## src/rtl/e3oi_pkg.sv

```systemverilog
package e3oi_pkg;

    localparam int KINDS   = 3;
    localparam int IDX_FAS = 0;
    localparam int IDX_BIP = 1;
    localparam int IDX_REI = 2;

    localparam logic [7:0] FA1_BAD      = 8'h09;
    localparam logic [7:0] FA2_BAD      = 8'hD7;
    localparam logic [7:0] FA1_BIT_MASK = 8'h80;
    localparam logic [7:0] EM_MASK      = 8'h01;
    localparam logic [7:0] REI_MASK     = 8'h40;

    // only the framing engine latches a mode bit that matters
    localparam logic [KINDS-1:0] MODE_USERS = 3'b001;

    typedef enum logic [1:0] {
        INJ_IDLE = 2'd0,
        INJ_PEND = 2'd1,
        INJ_ACT  = 2'd2
    } inj_state_e;

    typedef struct packed {
        logic       vld;
        logic       sof;
        logic [7:0] data;
    } e3_byte_t;

    function automatic int unsigned frames_for(input logic four, input int unsigned burst_len);
        return four ? burst_len : 1;
    endfunction

endpackage

```

## src/rtl/e3oi_pos.sv

```systemverilog
module e3oi_pos #(
    parameter int FRAME_LEN = 531,
    parameter int POS_W     = $clog2(FRAME_LEN + 1)
) (
    input  logic             clk,
    input  logic             rst,
    input  logic             vld,
    input  logic             sof,
    output logic [POS_W-1:0] pos_now
);
    localparam logic [POS_W-1:0] SENTINEL = POS_W'(FRAME_LEN);

    logic [POS_W-1:0] pos_q;

    assign pos_now = (vld && sof) ? '0 : pos_q;

    always_ff @(posedge clk) begin
        if (rst) begin
            pos_q <= SENTINEL;
        end else if (vld) begin
            pos_q <= (pos_now == SENTINEL) ? SENTINEL : pos_now + 1'b1;
        end
    end

    a_r2_pos_in_range: assert property (@(posedge clk) disable iff (rst)
        pos_q <= SENTINEL);

    a_r2_idle_holds_pos: assert property (@(posedge clk) disable iff (rst)
        !vld |=> $stable(pos_q));
endmodule

```

## src/rtl/e3oi_engine.sv

```systemverilog
module e3oi_engine
    import e3oi_pkg::*;
#(
    parameter int BURST_LEN = 4,
    parameter int CNT_W     = $clog2(BURST_LEN + 1)
) (
    input  logic clk,
    input  logic rst,
    input  logic sof,
    input  logic req,
    input  logic four,
    input  logic mode,
    output logic hit,
    output logic mode_q,
    output logic done
);
    inj_state_e       st;
    logic [CNT_W-1:0] cnt;
    logic             four_q;

    assign hit = ((st == INJ_PEND) && sof) ||
                 ((st == INJ_ACT) && !(sof && cnt == '0));

    always_ff @(posedge clk) begin
        if (rst) begin
            st     <= INJ_IDLE;
            cnt    <= '0;
            four_q <= 1'b0;
            mode_q <= 1'b0;
            done   <= 1'b0;
        end else begin
            done <= 1'b0;
            case (st)
                INJ_IDLE: if (req) begin
                    st     <= INJ_PEND;
                    four_q <= four;
                    mode_q <= mode;
                end
                INJ_PEND: if (sof) begin
                    st  <= INJ_ACT;
                    cnt <= CNT_W'(frames_for(four_q, BURST_LEN) - 1);
                end
                INJ_ACT: if (sof) begin
                    if (cnt == '0) begin
                        st   <= INJ_IDLE;
                        done <= 1'b1;
                    end else begin
                        cnt <= cnt - 1'b1;
                    end
                end
                default: st <= INJ_IDLE;
            endcase
        end
    end

    a_r10_done_after_active: assert property (@(posedge clk) disable iff (rst)
        done |-> $past(st == INJ_ACT));

    a_r9_settings_held: assert property (@(posedge clk) disable iff (rst)
        (st != INJ_IDLE) |=> ($stable(mode_q) && $stable(four_q)));

    a_r5_count_bounded: assert property (@(posedge clk) disable iff (rst)
        (st == INJ_ACT) |-> (int'(cnt) < BURST_LEN));

    a_r8_pending_waits: assert property (@(posedge clk) disable iff (rst)
        ((st == INJ_PEND) && !sof) |=> (st == INJ_PEND));
endmodule

```

## src/rtl/e3oi_corrupt.sv

```systemverilog
module e3oi_corrupt
    import e3oi_pkg::*;
#(
    parameter int ROW_LEN = 59,
    parameter int POS_W   = 10
) (
    input  logic [7:0]       din,
    input  logic [POS_W-1:0] pos,
    input  logic [KINDS-1:0] hit,
    input  logic             word,
    output logic [7:0]       dout
);
    localparam logic [POS_W-1:0] OFS_FA1 = '0;
    localparam logic [POS_W-1:0] OFS_FA2 = POS_W'(1);
    localparam logic [POS_W-1:0] OFS_EM  = POS_W'(ROW_LEN);
    localparam logic [POS_W-1:0] OFS_MA  = POS_W'(3 * ROW_LEN);

    always_comb begin
        dout = din;
        if (hit[IDX_FAS] && pos == OFS_FA1) begin
            dout = word ? FA1_BAD : (din ^ FA1_BIT_MASK);
        end else if (hit[IDX_FAS] && word && pos == OFS_FA2) begin
            dout = FA2_BAD;
        end else if (hit[IDX_BIP] && pos == OFS_EM) begin
            dout = din ^ EM_MASK;
        end else if (hit[IDX_REI] && pos == OFS_MA) begin
            dout = din ^ REI_MASK;
        end
    end
endmodule

```

## src/rtl/e3oi_injector.sv

```systemverilog
module e3oi_injector
    import e3oi_pkg::*;
#(
    parameter int ROW_LEN   = 59,
    parameter int ROWS      = 9,
    parameter int BURST_LEN = 4
) (
    input  logic       clk,
    input  logic       rst,
    input  logic       in_vld,
    input  logic       in_sof,
    input  logic [7:0] in_data,
    input  logic       cfg_word_err,
    input  logic       cfg_four_frames,
    input  logic       req_fas,
    input  logic       req_bip,
    input  logic       req_rei,
    output logic       out_vld,
    output logic       out_sof,
    output logic [7:0] out_data,
    output logic       done_fas,
    output logic       done_bip,
    output logic       done_rei
);
    localparam int FRAME_LEN = ROWS * ROW_LEN;
    localparam int POS_W     = $clog2(FRAME_LEN + 1);

    logic [POS_W-1:0] pos;
    logic             sof_tick;
    logic [KINDS-1:0] req_v, hit_raw, hit, mode_v, done_v;
    logic             word_q;
    logic [7:0]       cdata;
    e3_byte_t         obyte;

    assign sof_tick = in_vld & in_sof;
    assign req_v    = {req_rei, req_bip, req_fas};

    e3oi_pos #(.FRAME_LEN(FRAME_LEN), .POS_W(POS_W)) u_pos (
        .clk(clk), .rst(rst), .vld(in_vld), .sof(in_sof), .pos_now(pos)
    );

    for (genvar k = 0; k < KINDS; k++) begin : g_eng
        e3oi_engine #(.BURST_LEN(BURST_LEN)) u_eng (
            .clk   (clk),
            .rst   (rst),
            .sof   (sof_tick),
            .req   (req_v[k]),
            .four  ((k == IDX_FAS) ? cfg_four_frames : 1'b0),
            .mode  ((k == IDX_FAS) ? cfg_word_err : 1'b0),
            .hit   (hit_raw[k]),
            .mode_q(mode_v[k]),
            .done  (done_v[k])
        );
    end

    assign hit    = in_vld ? hit_raw : '0;
    assign word_q = |(mode_v & MODE_USERS);

    e3oi_corrupt #(.ROW_LEN(ROW_LEN), .POS_W(POS_W)) u_cor (
        .din(in_data), .pos(pos), .hit(hit), .word(word_q), .dout(cdata)
    );

    always_ff @(posedge clk) begin
        if (rst) begin
            obyte <= '0;
        end else begin
            obyte.vld  <= in_vld;
            obyte.sof  <= sof_tick;
            obyte.data <= in_vld ? cdata : '0;
        end
    end

    assign out_vld  = obyte.vld;
    assign out_sof  = obyte.sof;
    assign out_data = obyte.data;
    assign done_fas = done_v[IDX_FAS];
    assign done_bip = done_v[IDX_BIP];
    assign done_rei = done_v[IDX_REI];

    a_r1_passthru: assert property (@(posedge clk) disable iff (rst)
        (in_vld && hit == '0) |=> (out_vld && out_data == $past(in_data)));

    a_r4_word_fa1: assert property (@(posedge clk) disable iff (rst)
        (in_vld && hit[IDX_FAS] && word_q && pos == '0) |=> (out_data == FA1_BAD));

    a_r6_bip_flip: assert property (@(posedge clk) disable iff (rst)
        (in_vld && hit[IDX_BIP] && pos == POS_W'(ROW_LEN))
            |=> (out_data == ($past(in_data) ^ EM_MASK)));

    a_r7_rei_flip: assert property (@(posedge clk) disable iff (rst)
        (in_vld && hit[IDX_REI] && pos == POS_W'(3 * ROW_LEN))
            |=> (out_data == ($past(in_data) ^ REI_MASK)));

    a_r10_done_with_sof: assert property (@(posedge clk) disable iff (rst)
        (done_fas || done_bip || done_rei) |-> out_sof);
endmodule

```

## config.mk

```make
export PLATFORM = sky130hd
export DESIGN_NAME = e3oi_injector
export DESIGN_NICKNAME = d
export VERILOG_FILES = /design/src/rtl/e3oi_pkg.sv /design/src/rtl/e3oi_pos.sv /design/src/rtl/e3oi_engine.sv /design/src/rtl/e3oi_corrupt.sv /design/src/rtl/e3oi_injector.sv
export SDC_FILE = /design/constraint.sdc
export NUM_CORES = 1
export LEC_CHECK = 0
export ABC_AREA = 1
export BUFFER_PORTS_ARGS = -buffer_cell sky130_fd_sc_hd__buf_2
export CAP_MARGIN = 30
export CELL_PAD_IN_SITES_DETAIL_PLACEMENT = 1
export CELL_PAD_IN_SITES_GLOBAL_PLACEMENT = 1
export CORE_ASPECT_RATIO = 2
export CORE_MARGIN = 2
export CORE_UTILIZATION = 43
export DETAILED_ROUTE_END_ITERATION = 8
export PLACE_DENSITY_LB_ADDON = 0.12
export SLEW_MARGIN = 0
export SYNTH_ARGS = -nofsm -noshare
export SYNTH_HDL_FRONTEND = slang
export SYNTH_SLANG_ARGS = --single-unit
```

## constraint.sdc

```tcl
create_clock -name clk -period 2.85 [get_ports clk]
set_input_delay 0.285 -clock clk [delete_from_list [all_inputs] [get_ports clk]]
set_output_delay 0.285 -clock clk [all_outputs]
set_load 0.02 [all_outputs]
```

# Word-level counts from Yosys, hierarchy flattened
# Index checks and enable logic that the tools add are counted.
[totals] word_cells=132 output_inout_bits=13 regBits=40 in_bits=17
[classes] n_reduce_logical=42 n_eq_ne=25 n_bitwise=9 n_mux=36 add_sub_neg=5
[ops] cell="3-bit 2-to-1 mux" n=10
[ops] cell="2-bit inequality test, second input constant" n=13
[ops] cell="8-bit 2-to-1 mux" n=3
[ops] cell="4-bit AND reduction" n=6
[ops] cell="10-bit 2-to-1 mux" n=2
[ops] cell="2-bit 2-to-1 mux" n=10
[ops] cell="2-bit one-hot mux with 3 select lines" n=3
[ops] cell="3-bit one-hot mux with 2 select lines" n=3
[ops] cell="1-bit logical AND" n=15
[ops] cell="7-bit 2-to-1 mux" n=2
[ops] cell="3-bit by 1-bit subtractor with 3-bit output, second input constant" n=4
[ops] cell="10-bit by 1-bit adder with 10-bit output, second input constant" n=1
[ops] cell="10-bit by 1-bit equality test with 1-bit output, second input constant" n=1
[ops] cell="10-bit equality test, second input constant" n=1
[ops] cell="10-bit by 6-bit equality test with 1-bit output, second input constant" n=1
[ops] cell="10-bit by 8-bit equality test with 1-bit output, second input constant" n=1
[ops] cell="10-bit logical NOT" n=1
[ops] cell="3-bit logical NOT" n=3
[ops] cell="3-bit OR reduction" n=3
[ops] cell="1-bit NOT" n=8
[ops] cell="2-bit by 1-bit equality test with 1-bit output, second input constant" n=3
[ops] cell="2-bit equality test, second input constant" n=3
[ops] cell="2-bit logical NOT" n=3
[ops] cell="2-bit nonzero test" n=3
[ops] cell="other kinds (7)" n=14

# Depth between registers and ports, before layout
[depth] depth_word=11 ltp_mapped=13 depth_no_buf=13

# Modules after synthesis
# Synthesis repeated with hierarchy kept, for this count alone.
[hier_totals] hier_cells=423 hier_area_um2=2607.5
[by_module_without_submodules] mod="e3oi_engine" n_inst=3 cells_per_inst=63 seq_area_each_um2=160.2 area_per_inst_um2=402.9
[by_module_without_submodules] mod="e3oi_pos" n_inst=1 cells_per_inst=113 seq_area_each_um2=200.2 area_per_inst_um2=720.7
[by_module_without_submodules] mod="e3oi_corrupt" n_inst=1 cells_per_inst=82 seq_area_each_um2=0.0 area_per_inst_um2=361.6
[by_module_without_submodules] mod="e3oi_injector" n_inst=1 cells_per_inst=39 seq_area_each_um2=200.2 area_per_inst_um2=316.6

# Least setup slack after synthesis
# OpenSTA, ideal clock, no wires.
[synth_path] path_kind="input-to-reg" from="in in_sof" to="reg u_pos.pos_q[8]" n_path_buf=1 cell_stages=11 required_time_ns=2.718 setup_time_ns=0.132 path_slack_ns=1.313 arrival_ns=1.405 path_cell_list="nand2_2 -> buf_6 -> nand2_2 -> inv_1 -> ha_1 -> inv_1 -> nor3_2 -> nand3_1 -> xor2_1 -> nand2_1 -> a21oi_1"
[synth_between] elab_chain_len=4 word_cells_on_any_way=5 classes_between="add/sub (1); eq/ne (1); mux (2); reduce/logical (1)"
[synth_rtl] item="start, declared" line="e3oi_injector.sv:11" source="input logic in_sof,"
[synth_rtl] item="1-bit logical AND (*)" line="e3oi_pos.sv:15" source="assign pos_now = (vld && sof) ? '0 : pos_q;"
[synth_rtl] item="10-bit 2-to-1 mux (*)" line="e3oi_pos.sv:15"
[synth_rtl] item="10-bit by 1-bit adder with 10-bit output / 10-bit equality test (equally long branches)" line="e3oi_pos.sv:21" source="pos_q <= (pos_now == SENTINEL) ? SENTINEL : pos_now + 1'b1;"
[synth_rtl] item="10-bit 2-to-1 mux (*)" line="e3oi_pos.sv:21"
[synth_rtl] item="end signal, assigned" line="e3oi_pos.sv:21"
[synth_rtl] item="end, declared" line="e3oi_pos.sv:13" source="logic [POS_W-1:0] pos_q;"
# Mark *: on every way between the ends. The rest lies on a longest branch, timed or not.
# A chain may end at the register's enable or synchronous reset.

# Worst setup path in the final report
[layout_path] from="reg u_pos.pos_q[8]" to="reg obyte, in the netlist out_data[2]"
[layout_between] elab_chain_len=6 word_cells_on_any_way=10 classes_between="eq/ne (2); mux (4); reduce/logical (4)"
[layout_rtl] item="10-bit 2-to-1 mux (*)" line="e3oi_pos.sv:15"
[layout_rtl] item="10-bit by 6-bit equality test with 1-bit output" line="e3oi_corrupt.sv:24" source="end else if (hit[IDX_BIP] && pos == OFS_EM) begin"
[layout_rtl] item="1-bit logical AND" line="e3oi_corrupt.sv:24"
[layout_rtl] item="7-bit 2-to-1 mux" line="e3oi_corrupt.sv:24"
[layout_rtl] item="8-bit 2-to-1 mux" line="e3oi_corrupt.sv:22" source="end else if (hit[IDX_FAS] && word && pos == OFS_FA2) begin"
[layout_rtl] item="8-bit 2-to-1 mux (*)" line="e3oi_corrupt.sv:20" source="if (hit[IDX_FAS] && pos == OFS_FA1) begin"
[layout_rtl] item="end, declared" line="e3oi_injector.sv:33" source="e3_byte_t obyte;"
# Marks and branches as above.

==> reports/qor.txt <==
DRT Pass-1 Iters -> 4
Final setup skew -> 0.00787 ns
Width of the die -> 52.6 µm
Gpl congestion -> 0.861
Hold-fix buffers, CTS -> 0
RSZ-0062 raised after global routing -> no
Adder-cell area share of the yosys netlist -> 4.31%
Seq cells post-synth -> 40
Final hold viol count -> 0
Net Switching -> 0.000334 W
CTS H-tree depth -> 2
First-pass GRT wire length -> 9180 µm
Part of the power in combinational logic -> 15.0%
HP Start -> in_data[3]
Reg power frac -> 51.1%
Worst setup margin -> 1.14 ns
Data arrival, critical path -> 1.90 ns
Worst Hold Class -> input port to register
Crit path max fanout -> 5
WHS -> 0.211 ns
Pins Over Slew Limit -> 0
Worst setup SP type -> register
Cells after Synth -> 289
Worst Hold End -> out_data[3]$_SDFF_PP0_
N_diodes -> 0
Required time of the critical path -> 3.04 ns
Die area -> 5330 µm²
Cell-internal power -> 0.000842 W
Distinct cells, synth -> 29
Std-Cell Rows -> 35
Chip Height -> 101 µm
DRT Wirelength -> 5420 µm
Critical path class -> register to register
Post-route ant nets -> 0
Post-synthesis compound-gate area fraction -> 17.3%
Synthesized area -> 2030 µm²
P&R area growth vs syn -> 14.3%
Crit-path max cell delay -> 0.44 ns
Initial Util -> 44.2%
Hold depth -> 3
Post-synthesis xor/xnor area fraction -> 1.29%
Clk network pwr share -> 33.8%
Mapped Nets -> 313
Mean Syn Cell Area -> 7.04 µm²
Tmin final -> 1.71 ns
Status -> completed
Detail Placement HPWL -> 4280 µm
CTS tree -> built
YS warnings -> 0
Post-route DRC -> 0
Simple-Gate Fraction of Synth Area -> 28.3%
Sequential element share of the synthesized area -> 39.4%
Largest net degree at the start of global routing -> 22
FMAX -> 584 MHz
CTS resizes -> 0
Slew @ Worst Pin -> 0.512 ns
CTS clock-pin slew for the worst setup and hold paths -> 0.08 ns
CTS Buf Count -> 5
Leak Pwr -> 1.10 nW
Grt total ovfl -> 0
Fraction of layout cells with a size suffix above 1 -> 15.2%
Fin crit share -> 60.1%
Core Region -> 4600 µm²
Via count -> 2000
Total Routing Usage GR -> 22.8%
Root Buffer -> clkbuf_8
Clock Latency Late Sink -> 0.29 ns
Setup slack, reg-to-reg -> 1.14 ns
Post-synthesis mux area share -> 0%
Pre-CTS setup slack -> 0.832 ns
Clock sink count -> 40
Via/cell ratio -> 5.31
R2R Path End -> out_data[2]$_SDFF_PP0_
FF-to-FF Start -> u_pos.pos_q[8]$_SDFFE_PP0P_
Number of port buffers -> 29
Cell Chain, Critical Path -> o21ai_0 -> inv_1 -> nor3_4 -> nand3_1 -> nand2_1 -> a21oi_1
Number of DRC markers in iteration 0 -> 28
Final Setup Violations -> 0
Setup bufs post-CTS -> 0
Deepest clock path buffer count -> 2
PD cells -> 506 nW/µm²
Max_cap viols -> 0
Layout net count -> 345
Slew HR -> 65.5%
Worst path slowest cell -> o21ai_0
Largest family of logic cells by synthesized area -> simple AND/OR/NAND/NOR gates
I/O pin count -> 30
R2R cell count -> 6
Crit. End Element -> register
Vias in the first global route -> 2095
Switching fraction of total power -> 28.4%
Fill cell count -> 635
Max rail drop VDD -> 0.445 mV
Initial antenna violation count -> 0
Setup TNS -> 0 ns
DR WL/cell -> 14.4 µm
==> critical path: cells and delay by family (launching register included) <==
| kind | cells | cell delay [ns] |
|---|---|---|
| AO/OA/AOI/OAI | 2 | 0.50 |
| buffers and inverters | 1 | 0.17 |
| flip-flops | 1 | 0.35 |
| AND/OR/NAND/NOR | 3 | 0.60 |
==> cells in the mapped netlist <==
| cell type | instances | area, µm² |
|---|---|---|
| a211oi_1 | 2 | 15.0 |
| a21oi_1 | 29 | 145 |
| a21oi_4 | 1 | 16.3 |
| and2_1 | 1 | 6.26 |
| buf_2 | 1 | 5.00 |
| buf_6 | 1 | 11.3 |
| clkbuf_1 | 4 | 15.0 |
| dfxtp_1 | 40 | 801 |
| ha_1 | 7 | 87.6 |
| inv_1 | 43 | 161 |
| nand2_1 | 67 | 251 |
| nand2_2 | 4 | 25.0 |
| nand3_1 | 22 | 110 |
| nand3b_1 | 2 | 15.0 |
| nand4_1 | 2 | 12.5 |
| nand4_2 | 1 | 12.5 |
| nor2_1 | 24 | 90.1 |
| nor2_2 | 1 | 6.26 |
| nor3_1 | 4 | 20.0 |
| nor3_2 | 1 | 10.0 |
| nor3_4 | 1 | 16.3 |
| o211a_1 | 4 | 40.0 |
| o211ai_1 | 2 | 15.0 |
| o21ai_0 | 16 | 80.1 |
| o21ai_1 | 3 | 15.0 |
| o21ai_2 | 2 | 17.5 |
| o21bai_1 | 1 | 7.51 |
| xnor2_1 | 1 | 8.76 |
| xor2_1 | 2 | 17.5 |
==> state kept, by name, indices dropped and copies added, names as in the netlist <==
signal              cells
g_eng.u_eng.done        3
u_pos.pos_q            10
g_eng.u_eng.four_q      1
g_eng.u_eng.st          6
g_eng.u_eng.cnt         9
out_vld                 1
g_eng.u_eng.mode_q      1
out_data                8
out_sof                 1
==> per-stage QoR <==
step	power, W	utilization, %	instances	cell area (µm²)
after floorplan	0.000736	-	289	2030
after global placement	0.000788	48.5	369	2230
after detailed placement	0.000793	48.5	369	2230
after CTS	0.00119	50.6	377	2330
after global routing	0.00124	50.6	377	2330
final	0.00118	50.6	377	2330
==> worst max path at each step <==
stage | start | endpoint | slack (ns) | depth (start not counted)
5_1_grt | in_vld | u_pos.pos_q[8]$_SDFFE_PP0P_ | 0.92 | 11
4_1_cts | u_pos.pos_q[8]$_SDFFE_PP0P_ | out_data[4]$_SDFF_PP0_ | 1.13 | 6
6_report | u_pos.pos_q[8]$_SDFFE_PP0P_ | out_data[2]$_SDFF_PP0_ | 1.14 | 6
2_1_floorplan | in_sof | u_pos.pos_q[8]$_SDFFE_PP0P_ | 1.31 | 11
3_3_place_gp | in_sof | u_pos.pos_q[8]$_SDFFE_PP0P_ | 0.97 | 11
3_5_place_dp | in_vld | u_pos.pos_q[8]$_SDFFE_PP0P_ | 0.83 | 11
==> placed cells by master, fill, tap and decap left out <==
master | netlist | routed
a211oi_1 | 2 | 2
a21oi_1 | 29 | 29
a21oi_4 | 1 | 1
and2_1 | 1 | 1
buf_2 | 1 | 29
buf_4 | 0 | 2
clkbuf_1 | 4 | 1
clkbuf_8 | 0 | 6
clkinvlp_4 | 0 | 1
dfxtp_1 | 40 | 40
ha_1 | 7 | 7
inv_1 | 43 | 43
nand2_1 | 67 | 67
nand2_2 | 4 | 4
nand3_1 | 22 | 22
nand3b_1 | 2 | 2
nand4_1 | 2 | 2
nand4_2 | 1 | 1
nor2_1 | 24 | 24
nor2_2 | 1 | 1
nor3_1 | 4 | 4
nor3_2 | 1 | 1
nor3_4 | 1 | 1
o211a_1 | 4 | 4
o211ai_1 | 2 | 2
o21ai_0 | 16 | 16
o21ai_1 | 3 | 3
o21ai_2 | 2 | 2
o21bai_1 | 1 | 1
xnor2_1 | 1 | 1
xor2_1 | 2 | 2
==> cell type report <==
class | count | area [µm²] | area share, %
timing repair buffer | 31 | 160 | 6.89
sequential | 40 | 801 | 34.4
tap | 55 | 68.8 | 2.96
inverter | 43 | 161 | 6.94
clock buffer | 7 | 86.3 | 3.71
multi-input combinational | 200 | 1040 | 44.8
clock inverter | 1 | 7.51 | 0.323
==> power groups by stage <==
stage          clock network, W  logic, W  registers (W)
2_1_floorplan                 0  0.000118       0.000618
3_3_place_gp                  0  0.000174       0.000614
3_5_place_dp                  0  0.000179       0.000615
4_1_cts                0.000409  0.000180       0.000601
5_1_grt                0.000430  0.000204       0.000605
6_report               0.000398  0.000177       0.000602
==> layer usage <==
metal  share of wire, %  vias to the layer above  wire length (µm)  track usage [%]
li1                   -                      996                 -                -
met1                 37                      958              2030             21.8
met2                 58                       33              3130             44.9
met3                1.9                       13               101             3.24
met4                3.1                        0               166             10.5
met5                  0                        -                 0                0
==> cells by family after synthesis <==
family,count (synthesis)
and+or+nand+nor,130
DFF,40
buffers and inverters,49
AOI/OAI and AO/OA,60
xor gates and xnor gates,3
adders and majority gates,7
No activity file was read; power rests on OpenSTA's default activity.
